File: config.mk
export PLATFORM = sky130hd
export DESIGN_NAME = trig_chain_resolver
export DESIGN_NICKNAME = d
export VERILOG_FILES = /design/src/rtl/trig_chain_resolver.sv
export SDC_FILE = /design/constraint.sdc
export NUM_CORES = 1
export LEC_CHECK = 0
export ABC_AREA = 1
export BUFFER_PORTS_ARGS = -buffer_cell sky130_fd_sc_hd__buf_2
export CORE_UTILIZATION = 56
export CTS_CLUSTER_SIZE = 8
export DETAILED_ROUTE_END_ITERATION = 6
export GPL_ROUTABILITY_DRIVEN = 0
export MAX_ROUTING_LAYER = met4
export PLACE_DENSITY = 0.79
export SLEW_MARGIN = 20
export SYNTH_ARGS = -nofsm -noshare
export SYNTH_HDL_FRONTEND = slang
export SYNTH_SLANG_ARGS = --single-unit
File: constraint.sdc
create_clock -name clk -period 2.85 [get_ports clk]
set_clock_uncertainty 0.2 [all_clocks]
set_input_delay 0.855 -clock clk [delete_from_list [all_inputs] [get_ports clk]]
set_output_delay 0.855 -clock clk [all_outputs]
set_load 0.01 [all_outputs]
File: src/rtl/trig_chain_resolver.sv
module trig_chain_resolver #(
  parameter int NGRP = 5
) (
  input  logic              clk,
  input  logic              rst,
  input  logic              cfg_fe_we,
  input  logic [1:0]        cfg_fe_idx,
  input  logic [2:0]        cfg_fe_data,
  input  logic              cfg_me_we,
  input  logic [2:0]        cfg_me_idx,
  input  logic [2:0]        cfg_me_data,
  input  logic              in_valid,
  input  logic [2*NGRP-1:0] hit,
  output logic              out_valid,
  output logic [2*NGRP-1:0] fire,
  output logic              fire_now,
  output logic              fire_next,
  output logic              any_hit,
  output logic              cfg_err
);
  localparam int NTRG = 2 * NGRP;
  localparam int STORE_GRP = 1;
  localparam logic [NTRG-1:0] FE_MASK = NTRG'(10'h143);
  localparam logic [NTRG-1:0] ME_MASK = ~FE_MASK;

  logic [NTRG-1:0] en_q, tim_q, fe_sel, me_sel, act, fire_c;
  logic [NGRP-1:0] chain_q;

  always_comb begin
    fe_sel = '0;
    if (cfg_fe_we)
      case (cfg_fe_idx)
        2'd0: fe_sel[0] = 1'b1;
        2'd1: fe_sel[1] = 1'b1;
        2'd2: fe_sel[6] = 1'b1;
        default: fe_sel[8] = 1'b1;
      endcase
  end

  always_comb begin
    me_sel = '0;
    if (cfg_me_we)
      case (cfg_me_idx)
        3'd0: me_sel[2] = 1'b1;
        3'd1: me_sel[3] = 1'b1;
        3'd2: me_sel[4] = 1'b1;
        3'd3: me_sel[5] = 1'b1;
        3'd4: me_sel[7] = 1'b1;
        3'd5: me_sel[9] = 1'b1;
        default: ;
      endcase
  end

  always_ff @(posedge clk) begin
    if (rst) begin
      en_q    <= '0;
      tim_q   <= '0;
      chain_q <= '0;
    end else begin
      for (int i = 0; i < NTRG; i++) begin
        if (fe_sel[i]) begin
          en_q[i]  <= cfg_fe_data[0];
          tim_q[i] <= cfg_fe_data[1];
          if (i % 2 == 0) chain_q[i/2] <= cfg_fe_data[2];
        end else if (me_sel[i]) begin
          en_q[i]  <= cfg_me_data[0];
          tim_q[i] <= cfg_me_data[1];
          if (i % 2 == 0) chain_q[i/2] <= cfg_me_data[2];
        end
      end
    end
  end

  assign act = en_q & hit;

  for (genvar g = 0; g < NGRP; g++) begin : g_pair
    logic ch, both;
    assign ch   = chain_q[g] & (g != STORE_GRP);
    assign both = act[2*g] & act[2*g+1] & (tim_q[2*g] == tim_q[2*g+1]);
    assign fire_c[2*g]   = ch ? both : act[2*g];
    assign fire_c[2*g+1] = ch ? both : act[2*g+1];
  end

  always_ff @(posedge clk) begin
    if (rst) begin
      out_valid <= 1'b0;
      fire      <= '0;
      fire_now  <= 1'b0;
      fire_next <= 1'b0;
      any_hit   <= 1'b0;
    end else begin
      out_valid <= in_valid;
      fire      <= in_valid ? fire_c : '0;
      fire_now  <= in_valid & |(fire_c & ~tim_q);
      fire_next <= in_valid & |(fire_c & tim_q);
      any_hit   <= in_valid & (|(fire_c & FE_MASK) | |(fire_c & ME_MASK));
    end
  end

  assign cfg_err = chain_q[STORE_GRP];


  out_valid_chk: assert property (@(posedge clk) disable iff (rst)
    !in_valid |=> (!out_valid && fire == '0 && !any_hit));

  disabled_quiet_chk: assert property (@(posedge clk) disable iff (rst)
    out_valid |-> ((fire & ~$past(en_q)) == '0));

  chain0_pair_chk: assert property (@(posedge clk) disable iff (rst)
    (out_valid && $past(chain_q[0])) |-> (fire[0] == fire[1]));

  flags_need_fire_chk: assert property (@(posedge clk) disable iff (rst)
    (fire == '0) |-> (!fire_now && !fire_next && !any_hit));

  now_has_source_chk: assert property (@(posedge clk) disable iff (rst)
    fire_now |-> ((fire & ~$past(tim_q)) != '0));
endmodule

==> results.py, run 1 <==
metrics = {
    "outcome": {
        "status": "finished, violations left",
        "violations": "DRC",
    },
    "worst_setup_path": {
        "rrSetupSlack_ps": 1430,
        "cp_num_buf_inv": 1,
        "cp-startpoint": "chain_q[1]$_SDFFE_PP0P_",
        "cpMaxStageDelayCell": "dfxtp_1",
        "r2r_start": "tim_q[6]$_SDFFE_PP0P_",
        "startpoint_type": "flop",
        "slowest_delay_ps": 340,
        "cp_cell_sequence": "buf_2",
        "cp_max_fo": 2,
        "crit_path_end_kind": "output port",
        "cp.arrival_ps": 790,
        "critical-path-top-delay-family": "flip-flops",
        "required_ps": 1800,
        "crit_type": "reg -> out",
    },
    "logic_synthesis": {
        "ys.flop_type": "dfxtp_1",
        "synthCells": 247,
        "ys_seq_area_frac": 0.466,
        "synth_area_leaders": "dfxtp_1 47%, nand2_1 11%, nor2_1 9.2%",
        "avgSynthCellArea_um2": 6.79,
        "ys_async_sr_fraction": 0,
        "yosys.cell_types.count": 16,
        "yosys-top-cells-count": "50 x nand2_1, 41 x nor2_1, 39 x dfxtp_1, 28 x inv_1, 23 x a21oi_1",
        "syn-cell-area_mm2": 0.00168,
        "synthMostInstantiatedCell": "nand2_1",
        "ys_seq_elements": 39,
        "yosysTopAreaCell": "dfxtp_1",
        "yosys_warnings": 0,
        "synth_nets": 273,
        "synth_top_cell_area_share": 0.466,
        "synth_edf_count": 0,
    },
    "power_and_ir_drop": {
        "clock_power_share": 0.267,
        "seqPwrFrac": 0.621,
        "switching_share": 0.252,
        "peakVddDrop_uv": 322,
        "p_switching_mw": 0.233,
        "pwr-share-comb": 0.111,
        "power_density_mw_per_mm2": 473,
        "p_leak_nw": 0.955,
        "p_int_mw": 0.691,
        "power.total_mw": 0.924,
    },
    "timing": {
        "max_freq_mhz": 543,
        "slew_headroom": 0.711,
        "setup_tns_ps": 0,
        "rsz0062_at_grt": "no",
        "finalSetupViolations": 0,
        "hold_violations": 0,
        "max_slew.worst_pin.slew_ps": 432,
        "whs_ps": 255,
        "final.period_utilization": 0.646,
        "layout_setup_ws_ps": 1010,
        "final_max_slew_viol_count": 0,
        "period_minus_slack_ps": 1840,
    },
    "clock_network": {
        "clk_pin_slew_ps": 100,
        "worstSkewPairLatency_ps": 340,
        "post_cts_buffers": 0,
        "root_buffer": "clkbuf_4",
        "cts_tree": "done",
        "numCtsBuffers": 5,
        "cts_num_sinks": 39,
        "holdBufCountCts": 0,
        "cts_buffer_depth": 2,
        "cts.repair.resized": 0,
        "h-tree-depth": 2,
    },
    "floorplanning": {
        "coreArea_mm2": 0.00281,
        "initial_core_util": 0.598,
        "die_w_um": 56.7,
        "rows": 19,
        "die_h_um": 56.7,
        "io_pins": 41,
        "design.die.area_mm2": 0.00322,
    },
    "drt": {
        "post_drt_wl_per_cell_um": 10.5,
        "viasPerCell": 5.00,
        "drtIter0Drc": 23,
        "routed_wl_um": 3380,
        "route.detailed.drc": 2,
        "postRouteAntennaNets": 0,
        "vias": 1610,
        "dr.pass1.iters": 6,
    },
    "cells_and_area": {
        "n_antenna_cell": 0,
        "layoutNonFillerInstCount": 322,
        "layout.nets": 318,
        "final_util": 0.696,
        "fin_area_mm2": 0.00195,
        "drive_gt1_frac": 0.213,
        "syn2layout_area_growth_pct": 16.5,
    },
    "min_path": {
        "min-delay-start": "en_q[5]$_SDFFE_PP0P_",
        "min_path_type": "reg -> reg",
    },
    "job": {
        "drv_cap": 0,
    },
    "grt": {
        "grt_pass1_wl_um": 5950,
        "antenna_found_initial": 0,
        "grt.overflow.total": 0,
        "grt_pass1_vias": 1452,
        "gr-usage-all-layers": 0.249,
        "grt_max_degree": 26,
    },
    "place": {
        "pre_cts_ws_ps": 893,
        "portBuffers": 40,
        "placed_area_mm2": 0.00191,
        "dp.cells": 316,
        "dp_hpwl_um": 2670,
    },
}
[cell type report]
type / count / area (µm²)
timing repair buffer: 41 / 208
inverter: 36 / 135
multi-input combinational: 169 / 749
clock buffer: 6 / 41.3
sequential: 39 / 781
fill: 267 / 852
tap: 31 / 38.8
[worst min-delay path, stage by stage (launching register included)]
cell,delay [ps]
dfxtp_1,330
inv_1,50
a21oi_1,50
[layer usage]
layer | track usage | vias to the layer above | share of wire
li1 | - | 879 | -
met1 | 0.312 | 680 | 0.48
met2 | 0.384 | 47 | 0.45
met3 | 0.0576 | 4 | 0.057
met4 | 0.107 | 0 | 0.014
met5 | - | - | 0
[sequential cells by signal, summed over array words and instances, names as in the netlist]
signal	cells
chain_q	5
out_valid	1
fire	10
en_q	10
any_hit	1
fire_now	1
fire_next	1
tim_q	10
[cells by family (layout without fill, tap and decap cells)]
logic type	after synthesis	after routing	synth area share
compound gates	49	49	0.147
simple gates	120	120	0.300
buf+inv	39	83	0.0873
flops	39	39	0.466
[power groups by stage]
stage	clock, mW	sequential, mW	combinational [mW]
2_1_floorplan	0	0.587	0.0589
4_1_cts	0.250	0.574	0.103
3_3_place_gp	0	0.586	0.101
3_5_place_dp	0	0.587	0.102
5_1_grt	0.272	0.577	0.120
6_report	0.247	0.574	0.103
[cell usage in the layout, fill, tap and decap left out]
| cell type | count |
|---|---|
| nand4_1 | 3 |
| nand2_2 | 5 |
| buf_2 | 40 |
| clkbuf_4 | 5 |
| nand2_1 | 50 |
| nand3_1 | 16 |
| dfxtp_1 | 39 |
| nor2_2 | 2 |
| o21ai_1 | 7 |
| inv_2 | 8 |
| a21oi_1 | 23 |
| buf_4 | 1 |
| clkbuf_1 | 1 |
| nor2_1 | 41 |
| o22ai_1 | 1 |
| inv_1 | 28 |
| nor3_1 | 2 |
| and2_4 | 1 |
| o21ai_0 | 18 |
[final timing paths]
| path | to | cells past startpoint |
|---|---|---|
| setup / recovery | cfg_err | 1 |
| hold / removal | en_q[5]$_SDFFE_PP0P_ | 2 |
| setup reg to reg | fire_next$_SDFF_PP0_ | 11 |
| hold reg to reg | en_q[5]$_SDFFE_PP0P_ | 2 |
Power figures use the tool's default switching activity.
==> run 2, diff against run 1 <==
CORE_UTILIZATION = 47   (was 56)
PLACE_DENSITY = 0.7   (was 0.79)
clock period = 1.6 ns   (was 2.85 ns; I/O delays follow)
==> run 2 against run 1 <==
Against the previous run:
- the run now ends clean
- utilization down 10 points
- hold slack worse by 72 ps
- die area up 18%
- sequential share of layout area down 1.1 points
- clock-buffer cell count up 2
- via count down 0.93%
- cell count up 5.6%
- sequential cell count unchanged
- combinational power up 80%
- global-route usage down 3.1 points
- register-to-register slack worse by 1300 ps
- first-iteration DRC count rose to 2.7 times the previous value
- critical path type unchanged
- critical endpoint unchanged
- largest power group unchanged
==> results.py, run 2 (synthesis gave the netlist of run 1 again) <==
metrics = {
    "outcome": {
        "status": "finished clean",
    },
    "drt": {
        "viasPerCell": 4.69,
        "drtIter0Drc": 62,
        "vias": 1595,
        "dr.pass1.iters": 4,
        "post_drt_wl_per_cell_um": 10.2,
        "route.detailed.drc": 0,
        "postRouteAntennaNets": 0,
        "routed_wl_um": 3480,
    },
    "clock_network": {
        "cts_num_sinks": 39,
        "cts_tree": "done",
        "worstSkewPairLatency_ps": 350,
        "h-tree-depth": 2,
        "numCtsBuffers": 5,
        "holdBufCountCts": 0,
        "clk_pin_slew_ps": 110,
        "cts.repair.resized": 0,
        "cts_buffer_depth": 2,
        "post_cts_buffers": 0,
        "root_buffer": "clkbuf_4",
    },
    "worst_setup_path": {
        "cp_cell_sequence": "buf_2",
        "cp.arrival_ps": 810,
        "r2r_cells": 11,
        "cp_max_fo": 2,
        "r2r-end": "fire_now$_SDFF_PP0_",
        "cp_num_buf_inv": 1,
        "critical-path-top-delay-family": "flip-flops",
        "slowest_delay_ps": 340,
        "startpoint_type": "flop",
        "r2r_start": "tim_q[9]$_SDFFE_PP0P_",
        "rrSetupSlack_ps": 170,
        "cpMaxStageDelayCell": "dfxtp_1",
        "crit_path_end_kind": "output port",
        "required_ps": 920,
        "crit_type": "reg -> out",
    },
    "timing": {
        "rsz0062_at_grt": "no",
        "max_freq_mhz": 669,
        "slew_headroom": 0.721,
        "finalSetupViolations": 0,
        "whs_ps": 183,
        "final.period_utilization": 0.934,
        "period_minus_slack_ps": 1490,
        "setup_tns_ps": 0,
        "hold_violations": 0,
        "final_max_slew_viol_count": 0,
        "max_slew.worst_pin.slew_ps": 418,
    },
    "min_path": {
        "whs_endpoint": "chain_q[1]$_SDFFE_PP0P_",
        "min_path_type": "in -> reg",
        "min-delay-start": "cfg_me_data[2]",
        "holdPathStages": 3,
    },
    "cells_and_area": {
        "drive_gt1_frac": 0.221,
        "final_util": 0.592,
        "syn2layout_area_growth_pct": 19.7,
        "fill_cells": 338,
        "layout.nets": 319,
        "layout_commonest_cell": "nand2_1",
        "n_antenna_cell": 0,
        "reg.largest.list": "en_q: 10 flops, fire: 10 flops, tim_q: 10 flops",
        "final_cell_mix": "50 x nand2_1, 41 x nor2_1, 40 x buf_2",
    },
    "grt": {
        "grt_max_degree": 21,
        "grt_pass1_vias": 1382,
        "grt.overflow.total": 0,
        "antenna_found_initial": 0,
        "grt_pass1_wl_um": 5770,
        "gr-usage-all-layers": 0.218,
    },
    "floorplanning": {
        "die_h_um": 61.7,
        "coreArea_mm2": 0.00339,
        "initial_core_util": 0.495,
        "die_w_um": 61.7,
        "design.die.area_mm2": 0.00381,
        "io_pins": 41,
        "rows": 21,
    },
    "power_and_ir_drop": {
        "power_density_mw_per_mm2": 887,
        "peakVddDrop_uv": 486,
        "p_leak_nw": 0.974,
    },
    "job": {
        "drv_cap": 0,
    },
    "place": {
        "portBuffers": 40,
        "dp_hpwl_um": 2720,
    },
}
==> run 2: power breakdown <==
| group | total (mW) | internal, mW | leakage (nW) | switching (mW) |
|---|---|---|---|---|
| registers | 1.02 | 1.00 | 0.317 | 0.0177 |
| clock network | 0.573 | 0.259 | 0.0386 | 0.314 |
| logic | 0.185 | 0.0713 | 0.618 | 0.113 |
==> run 2: final cells by class <==
type | count | area, µm² | area share
Clock buffer | 8 | 68.8 | 0.0343
Multi-Input combinational cell | 169 | 749 | 0.373
Sequential cell | 39 | 781 | 0.389
Tap cell | 46 | 57.6 | 0.0287
Timing Repair Buffer | 42 | 215 | 0.107
Inverter | 36 | 135 | 0.0673
==> run 2: how the worst max path moves through the flow <==
stage / start / end / cells past startpoint
floorplan: hit[5] / fire_now$_SDFF_PP0_ / 9
global placement: hit[6] / fire_next$_SDFF_PP0_ / 11
detailed placement: hit[1] / fire_next$_SDFF_PP0_ / 11
CTS: chain_q[1]$_SDFFE_PP0P_ / cfg_err / 1
global route: tim_q[9]$_SDFFE_PP0P_ / fire_next$_SDFF_PP0_ / 11
finish: chain_q[1]$_SDFFE_PP0P_ / cfg_err / 1
==> run 2: metal layers <==
metal | global-route usage | wire, µm | up-vias
li1 | - | - | 877
met3 | 0.0497 | 183 | 5
met5 | - | 0 | -
met2 | 0.320 | 1520 | 44
met4 | 0.0857 | 42 | 0
met1 | 0.290 | 1740 | 669
==> run 2: per-stage QoR <==
stage | total power [mW] | setup WS, ps | cell area (µm²) | cells
floorplan | 1.15 | 229 | 1680 | 247
global placement | 1.22 | 25.4 | 1940 | 332
detailed placement | 1.23 | 29.9 | 1940 | 332
CTS | 1.78 | 108 | 2010 | 340
global route | 1.87 | 9.40 | 2010 | 340
finish | 1.78 | 105 | 2010 | 340
